===== config.mk =====
export PLATFORM = sky130hd
export DESIGN_NAME = wt_dcache
export DESIGN_NICKNAME = d
export VERILOG_FILES = /design/src/rtl/dmc_pkg.sv /design/src/rtl/dmc_wbuf.sv /design/src/rtl/dmc_array.sv /design/src/rtl/dmc_fill.sv /design/src/rtl/wt_dcache.sv
export SDC_FILE = /design/constraint.sdc
export NUM_CORES = 2
export LEC_CHECK = 0
export BUFFER_PORTS_ARGS = -buffer_cell sky130_fd_sc_hd__buf_2
export CAP_MARGIN = 20
export CORE_MARGIN = 8
export CORE_UTILIZATION = 40
export CTS_BUF_LIST = sky130_fd_sc_hd__clkbuf_2
export DETAILED_ROUTE_END_ITERATION = 10
export GPL_ROUTABILITY_DRIVEN = 0
export PLACE_DENSITY = 0.51
export SYNTH_ARGS = -nofsm -noshare
export SYNTH_HDL_FRONTEND = slang
export SYNTH_SLANG_ARGS = --single-unit

===== constraint.sdc =====
create_clock -name clk -period 6.9 [get_ports clk]
set_input_delay 1.725 -clock clk [delete_from_list [all_inputs] [get_ports clk]]
set_output_delay 1.725 -clock clk [all_outputs]
set_load 0.01 [all_outputs]

===== src/rtl/dmc_pkg.sv =====
// Shared types for the write-through data cache.
package dmc_pkg;
    typedef enum logic [1:0] {
        FS_IDLE  = 2'd0,
        FS_DRAIN = 2'd1,
        FS_FILL  = 2'd2
    } fill_state_t;

    localparam int WORDS_PER_LINE = 4;
    localparam int WORD_SEL_W     = 2;
endpackage


===== src/rtl/dmc_wbuf.sv =====
// Posted store queue toward memory.
// Holds {address, data} pairs in issue order. Assumes push is only
// requested when not full and pop only when not empty.
module dmc_wbuf #(
    parameter int DEPTH = 4,
    parameter int AW    = 32,
    parameter int DW    = 32
) (
    input  logic          clk,
    input  logic          rst_n,
    input  logic          push,
    input  logic [AW-1:0] push_addr,
    input  logic [DW-1:0] push_data,
    input  logic          pop,
    output logic [AW-1:0] head_addr,
    output logic [DW-1:0] head_data,
    output logic          empty,
    output logic          full
);
    localparam int CW = $clog2(DEPTH + 1);
    localparam int PW = (DEPTH > 1) ? $clog2(DEPTH) : 1;

    logic [AW-1:0] addr_q [DEPTH];
    logic [DW-1:0] data_q [DEPTH];
    logic [PW-1:0] wr_ptr, rd_ptr;
    logic [CW-1:0] count;

    function automatic logic [PW-1:0] next_ptr(input logic [PW-1:0] p);
        return (p == PW'(DEPTH - 1)) ? '0 : p + 1'b1;
    endfunction

    assign empty     = (count == '0);
    assign full      = (count == CW'(DEPTH));
    assign head_addr = addr_q[rd_ptr];
    assign head_data = data_q[rd_ptr];

    // Store an entry at the tail on push.
    always_ff @(posedge clk) begin
        if (push) begin
            addr_q[wr_ptr] <= push_addr;
            data_q[wr_ptr] <= push_data;
        end
    end

    // Advance pointers and occupancy.
    always_ff @(posedge clk) begin
        if (!rst_n) begin
            wr_ptr <= '0;
            rd_ptr <= '0;
            count  <= '0;
        end else begin
            if (push) wr_ptr <= next_ptr(wr_ptr);
            if (pop)  rd_ptr <= next_ptr(rd_ptr);
            case ({push, pop})
                2'b10:   count <= count + 1'b1;
                2'b01:   count <= count - 1'b1;
                default: count <= count;
            endcase
        end
    end

    assert_no_overflow_R8: assert property (@(posedge clk) disable iff (!rst_n)
        push |-> (count < CW'(DEPTH)));
    assert_no_underflow_R10: assert property (@(posedge clk) disable iff (!rst_n)
        pop |-> (count != '0));
endmodule


===== src/rtl/dmc_array.sv =====
// Tag, valid and data storage of the direct-mapped cache.
// One read port (combinational), one word write port, a line invalidate
// and a line validate-with-tag. Valid bits clear on reset; data and tags
// are not reset.
module dmc_array #(
    parameter int IDX_W = 4,
    parameter int TAG_W = 24
) (
    input  logic             clk,
    input  logic             rst_n,
    input  logic [IDX_W-1:0] idx,
    input  logic [1:0]       rd_word,
    output logic             line_valid,
    output logic [TAG_W-1:0] line_tag,
    output logic [31:0]      rd_data,
    input  logic             wr_en,
    input  logic [1:0]       wr_word,
    input  logic [31:0]      wr_data,
    input  logic             inval,
    input  logic             set_valid,
    input  logic [TAG_W-1:0] set_tag
);
    import dmc_pkg::*;
    localparam int LINES = 1 << IDX_W;

    logic [31:0]      data_q [LINES][WORDS_PER_LINE];
    logic [TAG_W-1:0] tag_q  [LINES];
    logic [LINES-1:0] valid_q;

    assign line_valid = valid_q[idx];
    assign line_tag   = tag_q[idx];
    assign rd_data    = data_q[idx][rd_word];

    // Word writes from fills and store hits.
    always_ff @(posedge clk) begin
        if (wr_en) data_q[idx][wr_word] <= wr_data;
    end

    // Tag capture when a fill completes.
    always_ff @(posedge clk) begin
        if (set_valid) tag_q[idx] <= set_tag;
    end

    // Valid bits: cleared by reset and at fill start, set at fill end.
    always_ff @(posedge clk) begin
        if (!rst_n) begin
            valid_q <= '0;
        end else if (inval) begin
            valid_q[idx] <= 1'b0;
        end else if (set_valid) begin
            valid_q[idx] <= 1'b1;
        end
    end

    assert_reset_clears_R2: assert property (@(posedge clk) disable iff (!rst_n)
        !$past(rst_n) |-> (valid_q == '0));
endmodule


===== src/rtl/dmc_fill.sv =====
// Miss sequencer: waits for the write buffer to empty, then reads the
// four words of the block in order. Assumes the requester holds the
// missing address steady while busy.
module dmc_fill (
    input  logic       clk,
    input  logic       rst_n,
    input  logic       start,
    input  logic       wb_empty,
    input  logic       mem_ack,
    output logic       busy,
    output logic       fill_req,
    output logic [1:0] word_cnt,
    output logic       word_we,
    output logic       done
);
    import dmc_pkg::*;

    fill_state_t state;

    assign busy     = (state != FS_IDLE);
    assign fill_req = (state == FS_FILL);
    assign word_we  = fill_req && mem_ack;
    assign done     = word_we && (word_cnt == 2'd3);

    // Sequence drain, then four word reads.
    always_ff @(posedge clk) begin
        if (!rst_n) begin
            state    <= FS_IDLE;
            word_cnt <= '0;
        end else begin
            case (state)
                FS_IDLE:  if (start) state <= FS_DRAIN;
                FS_DRAIN: if (wb_empty) begin
                    state    <= FS_FILL;
                    word_cnt <= '0;
                end
                FS_FILL:  if (mem_ack) begin
                    word_cnt <= word_cnt + 1'b1;
                    if (word_cnt == 2'd3) state <= FS_IDLE;
                end
                default:  state <= FS_IDLE;
            endcase
        end
    end

    assert_fill_word_order_R4: assert property (@(posedge clk) disable iff (!rst_n)
        (fill_req && mem_ack && word_cnt != 2'd3) |=>
            (fill_req && word_cnt == $past(word_cnt) + 2'd1));
endmodule


===== src/rtl/wt_dcache.sv =====
// Direct-mapped, write-through, write-allocate data cache with a posted
// write buffer. Assumes the processor holds cpu_req/addr/data steady while
// cpu_stall is high, and that memory holds one request at a time, ending it
// with a one-cycle mem_ack.
module wt_dcache #(
    parameter int IDX_W    = 4,
    parameter int WB_DEPTH = 4
) (
    input  logic        clk,
    input  logic        rst_n,
    input  logic        cpu_req,
    input  logic        cpu_we,
    input  logic [31:0] cpu_addr,
    input  logic [31:0] cpu_wdata,
    output logic [31:0] cpu_rdata,
    output logic        cpu_stall,
    output logic        mem_req,
    output logic        mem_we,
    output logic [31:0] mem_addr,
    output logic [31:0] mem_wdata,
    input  logic [31:0] mem_rdata,
    input  logic        mem_ack
);
    localparam int OFF_W = 4;
    localparam int TAG_W = 32 - IDX_W - OFF_W;

    logic [TAG_W-1:0] req_tag;
    logic [IDX_W-1:0] req_idx;
    logic [1:0]       req_word;
    logic             line_valid, hit;
    logic [TAG_W-1:0] line_tag;
    logic             busy, fill_req, fill_we, fill_done, fill_start;
    logic [1:0]       fill_cnt;
    logic             wb_push, wb_pop, wb_empty, wb_full;
    logic [31:0]      wb_addr, wb_data;
    logic             arr_we;
    logic [1:0]       arr_word;
    logic [31:0]      arr_wdata;

    assign req_tag  = cpu_addr[31 -: TAG_W];
    assign req_idx  = cpu_addr[OFF_W +: IDX_W];
    assign req_word = cpu_addr[3:2];
    assign hit      = line_valid && (line_tag == req_tag);

    // Processor side: start fills on a miss, push stores on a hit.
    assign fill_start = cpu_req && !hit && !busy;
    assign wb_push    = cpu_req && cpu_we && hit && !busy && !wb_full;
    assign cpu_stall  = cpu_req && (busy || !hit || (cpu_we && wb_full));

    // Array write port: fill words or the merged store word.
    assign arr_we    = fill_we || wb_push;
    assign arr_word  = fill_we ? fill_cnt : req_word;
    assign arr_wdata = fill_we ? mem_rdata : cpu_wdata;

    // Memory side: fill reads take the port only once the buffer is empty.
    assign mem_req   = fill_req || !wb_empty;
    assign mem_we    = !fill_req;
    assign mem_addr  = fill_req ? {req_tag, req_idx, fill_cnt, 2'b00} : wb_addr;
    assign mem_wdata = wb_data;
    assign wb_pop    = mem_ack && !fill_req && !wb_empty;

    dmc_array #(.IDX_W(IDX_W), .TAG_W(TAG_W)) u_array (
        .clk       (clk),
        .rst_n     (rst_n),
        .idx       (req_idx),
        .rd_word   (req_word),
        .line_valid(line_valid),
        .line_tag  (line_tag),
        .rd_data   (cpu_rdata),
        .wr_en     (arr_we),
        .wr_word   (arr_word),
        .wr_data   (arr_wdata),
        .inval     (fill_start),
        .set_valid (fill_done),
        .set_tag   (req_tag)
    );

    dmc_fill u_fill (
        .clk      (clk),
        .rst_n    (rst_n),
        .start    (fill_start),
        .wb_empty (wb_empty),
        .mem_ack  (mem_ack),
        .busy     (busy),
        .fill_req (fill_req),
        .word_cnt (fill_cnt),
        .word_we  (fill_we),
        .done     (fill_done)
    );

    dmc_wbuf #(.DEPTH(WB_DEPTH), .AW(32), .DW(32)) u_wbuf (
        .clk      (clk),
        .rst_n    (rst_n),
        .push     (wb_push),
        .push_addr(cpu_addr),
        .push_data(cpu_wdata),
        .pop      (wb_pop),
        .head_addr(wb_addr),
        .head_data(wb_data),
        .empty    (wb_empty),
        .full     (wb_full)
    );

    assert_fill_after_drain_R9: assert property (@(posedge clk) disable iff (!rst_n)
        (mem_req && !mem_we) |-> wb_empty);
    assert_miss_stalls_R4: assert property (@(posedge clk) disable iff (!rst_n)
        (cpu_req && !line_valid) |-> cpu_stall);
    assert_full_store_stalls_R8: assert property (@(posedge clk) disable iff (!rst_n)
        (cpu_req && cpu_we && wb_full) |-> cpu_stall);
    assert_mem_req_held_R4: assert property (@(posedge clk) disable iff (!rst_n)
        (mem_req && !mem_ack) |=> (mem_req && $stable(mem_addr[31:2])));
endmodule


==> Word-level counts from Yosys, hierarchy flattened <==
Memory sizes are Yosys's and may differ from the RTL's. A register that Yosys moved wholly into a read port is not among the register bits.
Index checks and enable logic that the tools add are counted.
W data, S select, Z words.
{ "classes": {"n_addsub": 5, "mul": 0, "n_div": 0, "magnitude_cmp": 5, "n_eq_ne": 13, "n_shift": 0, "n_mux": 35, "bitwise_logic": 5, "reduce_logical": 32} }
{ "ops": {"columns": ["cell", "count"], "rows": [
  ["$mux W32", 5],
  ["$mux W128", 1],
  ["$bmux W32 S2", 1],
  ["$demux W32 S2", 1],
  ["$mux W16", 2],
  ["$mux W2", 13],
  ["$eq A24 B24 Y1", 1],
  ["$and A16 B16 Y16", 1],
  ["$not A16 Y16", 1],
  ["$or A16 B16 Y16", 1],
  ["$logic_and A1 B1 Y1", 15],
  ["$eq A2 B2 Y1 const B", 5],
  ["$reduce_bool A2 Y1", 4],
  ["$mux W1", 7],
  ["$add A2 B1 Y2 const B", 3],
  ["$ge A3 B3 Y1 const B", 2],
  ["$ne A2 B2 Y1 const B", 3],
  ["$not A2 Y3", 2],
  ["$pmux W2 S3", 1],
  ["$pmux W3 S2", 1],
  ["$logic_not A1 Y1", 5],
  ["$lt A4 B5 Y1 const B", 1],
  ["$bmux W1 S4", 1],
  ["$demux W1 S4", 1],
  ["13 further kinds", 17]
]} }
{ "totals": {"ff_bits": 27, "latchBits": 0, "ram_bits": 2688, "romBits": 0, "in_bits": 101, "n_memories": 4} }
{ "mem_list": {"columns": ["name", "words", "word_bits", "rd", "rd_ports_with_merged_regs", "write_ports", "line_no", "source"], "rows": [
  ["u_array.data_q", 16, 128, 1, 0, 1, "dmc_array.sv:26", "logic [31:0] data_q [LINES][WORDS_PER_LINE];"],
  ["u_array.tag_q", 16, 24, 1, 0, 1, "dmc_array.sv:27", "logic [TAG_W-1:0] tag_q [LINES];"],
  ["u_wbuf.addr_q", 4, 32, 1, 1, 1, "dmc_wbuf.sv:23", "logic [AW-1:0] addr_q [DEPTH];"],
  ["u_wbuf.data_q", 4, 32, 1, 1, 1, "dmc_wbuf.sv:24", "logic [DW-1:0] data_q [DEPTH];"]
]} }

==> Logic depth before layout (Yosys ltp) <==
{ "logic_depth": {"ltp_word": 9, "mapped_depth": 21, "depth_no_buf": 14} }

==> Modules after synthesis <==
Synthesis repeated with hierarchy kept, for this count alone.
{ "unflattened": {"hier_cells": 4643, "area_unflattened_um2": 104720.4} }
{ "modules_own_cells": {"columns": ["mod", "n_inst", "cells_each", "area_each_um2", "seq_area_each_um2"], "rows": [
  ["dmc_array", 1, 4120, 93618.5, 73350.3],
  ["dmc_wbuf", 1, 381, 9774.4, 7867.5],
  ["wt_dcache", 1, 119, 1112.3, 0.0],
  ["dmc_fill", 1, 23, 215.2, 80.1]
]} }

==> Worst setup path after synthesis <==
No wires, ideal clock.
{ "synth_path": {"kind": "input to output", "startpoint": "input port cpu_addr[5]", "endpoint": "output port cpu_rdata[0]", "arrival_time_ns": 4.853, "slack_ns": 0.322, "stages": 12, "path_buffers": 9, "cell_sequence": "buf_6 -> buf_8 -> buf_12 -> buf_6 -> buf_6 -> buf_2 -> buf_2 -> buf_1 -> buf_1 -> mux4_2 -> mux4_2 -> mux4_2"} }
{ "synth_via": {"elab_chain_len": 4} }
{ "synth_rtl": {"columns": ["item", "line_no", "source"], "rows": [
  ["from (decl)", "wt_dcache.sv:13", "input logic [31:0] cpu_addr,"],
  ["$mem_v2 Z16 W128", null, null],
  ["$bmux W32 S2", "dmc_array.sv:32", "assign rd_data = data_q[idx][rd_word];"],
  ["$mux W32 (not written as such) (2 in a row)", "dmc_array.sv:32", null],
  ["to (decl)", "wt_dcache.sv:15", "output logic [31:0] cpu_rdata,"]
]} }
No other way between the ends. The select of a mux whose other input is x is not followed.

==> Worst setup path in the final report <==
{ "layout_path": {"startpoint": "input port cpu_addr[7]", "endpoint": "output port cpu_stall"} }
{ "layout_via": {"elab_chain_len": 7, "elab_cells_between_ends": 9, "cone_classes": "eq/ne: 1; mux: 2; reduce/logical: 5; memory: 1"} }
{ "layout_rtl": {"columns": ["item", "line_no", "source"], "rows": [
  ["$mem_v2 Z16 W24 or $bmux W1 S4 (tied branches)", null, null],
  ["$eq A24 B24 Y1 or $mux W1 (tied branches)", "wt_dcache.sv:43, dmc_array.sv:30", null],
  ["$logic_and A1 B1 Y1 *", "wt_dcache.sv:43", "assign hit = line_valid && (line_tag == req_tag);"],
  ["$logic_not A1 Y1 *", "wt_dcache.sv:48", "assign cpu_stall = cpu_req && (busy || !hit || (cpu_we && wb_full));"],
  ["$logic_or A1 B1 Y1 * (2 in a row)", "wt_dcache.sv:48", null],
  ["$logic_and A1 B1 Y1 *", "wt_dcache.sv:48", null],
  ["to (decl)", "wt_dcache.sv:16", "output logic cpu_stall,"]
]} }
Mark *: on every way between the ends. The rest lies on a longest branch, timed or not. The select of a mux whose other input is x is not followed.

==> qor.csv <==
metric,value,unit
status,"finished, final reports clean",
clock sink total,2717,
Synth area leader,edfxtp_1,
Max H-tree Level,6,
"Reg clk slew, reported paths",0.09,ns
Avg Inst Size Synth,24.0,µm²
Worst setup SP type,primary input,
top cell type's share of synthesized area,0.771,
Die Span Y,528,µm
sink of the worst hold path,u_wbuf.data_q[0][17],
kind of capture point of the worst setup path,output pin,
GRT Total Usage,0.200,
IO Count,200,
Post-Syn Area,105000,µm²
"setup slack, reg-to-reg",2.51,ns
worst-margin pin slew,1.12,ns
TritonCTS buffer count,687,
"Remaining Overflow, GRT",0,
non-filler instance count after layout,9354,
worst setup margin,0.0993,ns
area delta synth->final,13.9,%
Final setup violation count,0,
DR iter-0 viols,4734,
Max Cap Viol,0,
worst r2r path cells,12,
Final HPWL DP,165,mm
wire per inst,30.4,µm
Worst EP arrival,5.08,ns
pwr dens,256,nW/µm²
Post CTS Setup Buffer Count,0,
Seq cells post-synth,2717,
Die W,528,µm
Final period util,0.986,
setup slack at placement,0.0128,ns
drt pass-1 iters,7,
Ys Warns,0,
Initial Util,0.401,
Worst R2R Start,u_array.tag_q[11][17],
Design Power,0.0305,W
hold path cells,1,
Filler cells,22400,
"Primary FF master, synth",edfxtp_1,
"Seq/Total Area, Yosys",0.776,
total nets after synthesis,4482,
reg-to-reg endpoint,u_array.data_q[7][34],
leakage power,38.4,nW
worst hold path class,in2reg,
Mapped Cells,4373,
final WL,285,mm
row cnt,188,
Setup TNS Final,0,ns
vias in the first global route,54400,
"EDFF count, synth",2688,
Root Buffer,clkbuf_2,
"Slowest-stage cell, CP",or4_4,
vias per std cell,5.51,
Yosys cell types,75,
drt drc,0,
CP Max Fanout,52,
Synth area leaders,"edfxtp_1, mux4_2, mux2i_1",
placed cell areas,113000,µm²
first-pass GRT wire length,402,mm
CP cell instances,buf_8 -> buf_4 -> mux4_2 -> mux2i_1 -> nor2_1 -> o31ai_1 -> nand2_1 -> or4_4 -> or2_1 -> nor2_1 -> a21boi_1 -> buf_2,
Slew headroom,0.253,
critical path's top delay family,simple AND/OR/NAND/NOR gates,
port bufs,199,
"Buf+Inv Stages, Crit Path",3,
antenna violations before repair,35,
pin count of the biggest net entering global routing,115,
TritonCTS clock tree,done,
peak per-stage delay on the critical path,0.59,ns
Peak VDD IR,0.147,mV
DR vias,51500,
worst skew pair latency,1.73,ns
Post-DRT Antenna Nets,0,
RSZ-0062 raised after global routing,false,
layout cells sized above 1,0.433,
hold path startpoint,cpu_wdata[17],
Crit Path Class,in2out,
placed cells,8137,
clk_skew,0.163,ns
fmax,0.147,GHz
Async SR Flop Fraction,0,
Final Max Slew Viols,0,
full die area,278000,µm²
CP Data Required Time,5.18,ns
Final Cell Area,119000,µm²
"most used cell, CP",nor2_1,
min cycle time layout,6.80,ns
Clock Path Buffers,4,
Core ar.,261000,µm²
Final nets,5449,
Fin. Hold Viols,0,
-- cell usage in the layout, fill, tap and decap left out, drive strengths merged, types with 12 or more instances in the layout --
master / count
a21oi: 17
a22oi: 16
and2: 13
buf: 485
clkbuf: 981
clkinv: 158
dfxtp: 29
diode: 17
dlygate4sd3: 21
edfxtp: 2688
inv: 35
mux2: 41
mux2i: 74
mux4: 811
nand2: 139
nand2b: 12
nor2: 97
nor2b: 18
o21ai: 16
o221a: 16
xnor2: 16
-- what timing repair did --
item	in CTS	in global routing
gates cloned	0	0
hold endpoints to repair	78	0
resized for setup	1	1
pin swaps	0	0
hold buffers	21	0
endpoints found under the setup margin	1	1
-- metrics by stage --
stage	hold slack, ns	utilization
detailed placement	0.524	0.433
floorplan	0.498	-
global route	0.0954	0.457
CTS	0.000408	0.456
finish	0.291	0.457
global placement	0.516	0.432
-- flip-flops by register name, summed over array words and instances (netlist names), named ones only --
signal / flops
u_array.tag_q: 384
u_wbuf.data_q: 128
u_wbuf.count: 3
u_wbuf.addr_q: 128
u_wbuf.wr_ptr: 2
u_fill.word_cnt: 2
u_fill.state: 2
u_wbuf.rd_ptr: 2
u_array.data_q: 2048
-- layout make-up --
type / count / area, µm² / area share
sequential: 2717 / 81300 / 0.681
clock inverter: 190 / 990 / 0.00829
multi-input combinational: 1410 / 23000 / 0.193
inverter: 18 / 68.8 / 0.000577
clock buffer: 981 / 4910 / 0.0411
tap: 3515 / 4400 / 0.0368
timing repair buffer: 506 / 4620 / 0.0387
antenna: 17 / 42.5 / 0.000356
-- worst reg2reg max path, delay by kind of cell, from the launching register on --
| kind | cells | cell delay, ns |
|---|---|---|
| AOI/OAI and AO/OA | 2 | 0.43 |
| buffers and inverters | 3 | 0.78 |
| DFF | 1 | 0.37 |
| muxes | 2 | 0.73 |
| and+or+nand+nor | 5 | 1.66 |
-- worst max-delay path by stage --
stage,start,to,cells after the start
4_1_cts,u_array.tag_q[11][17],cpu_stall,10
3_3_place_gp,cpu_addr[7],cpu_stall,12
3_5_place_dp,cpu_addr[7],cpu_stall,12
2_1_floorplan,cpu_addr[5],cpu_rdata[0],12
6_report,cpu_addr[7],cpu_stall,12
5_1_grt,cpu_addr[5],cpu_stall,12
-- cell families after synthesis --
family	synth area share
flip-flops	0.776
multiplexers	0.186
AND/OR/NAND/NOR	0.0139
buffers and inverters	0.0109
AO/OA/AOI/OAI	0.00991
XOR/XNOR	0.00226
adder cells (fa/ha/maj)	0.00103
-- routing by layer --
layer | vias to the layer above | GRT usage | part of all wire
li1 | 21200 | - | -
met1 | 28100 | 0.281 | 0.43
met2 | 1848 | 0.322 | 0.48
met3 | 393 | 0.0456 | 0.070
met4 | 20 | 0.0482 | 0.019
met5 | - | 0 | 0.00044
-- cells in the mapped netlist, types with 14 or more instances --
library cell	n
nor2b_1	18
nand2_1	139
o21ai_0	14
mux2_2	40
mux4_2	810
edfxtp_1	2688
xnor2_1	16
dfxtp_1	29
a21oi_1	17
a22oi_1	15
mux2i_1	74
o221a_2	16
inv_1	17
clkbuf_1	105
buf_1	58
buf_2	40
nor2_1	94
-- power breakdown --
part	internal [W]	switching [W]	leakage, nW	total [W]
Clock	0.00406	0.00645	4.55	0.0105
Combinational	0.000684	0.00113	9.47	0.00181
Sequential	0.0182	0.00000435	24.4	0.0182
Total	0.0230	0.00758	38.4	0.0305
Power figures use the tool's default switching activity.
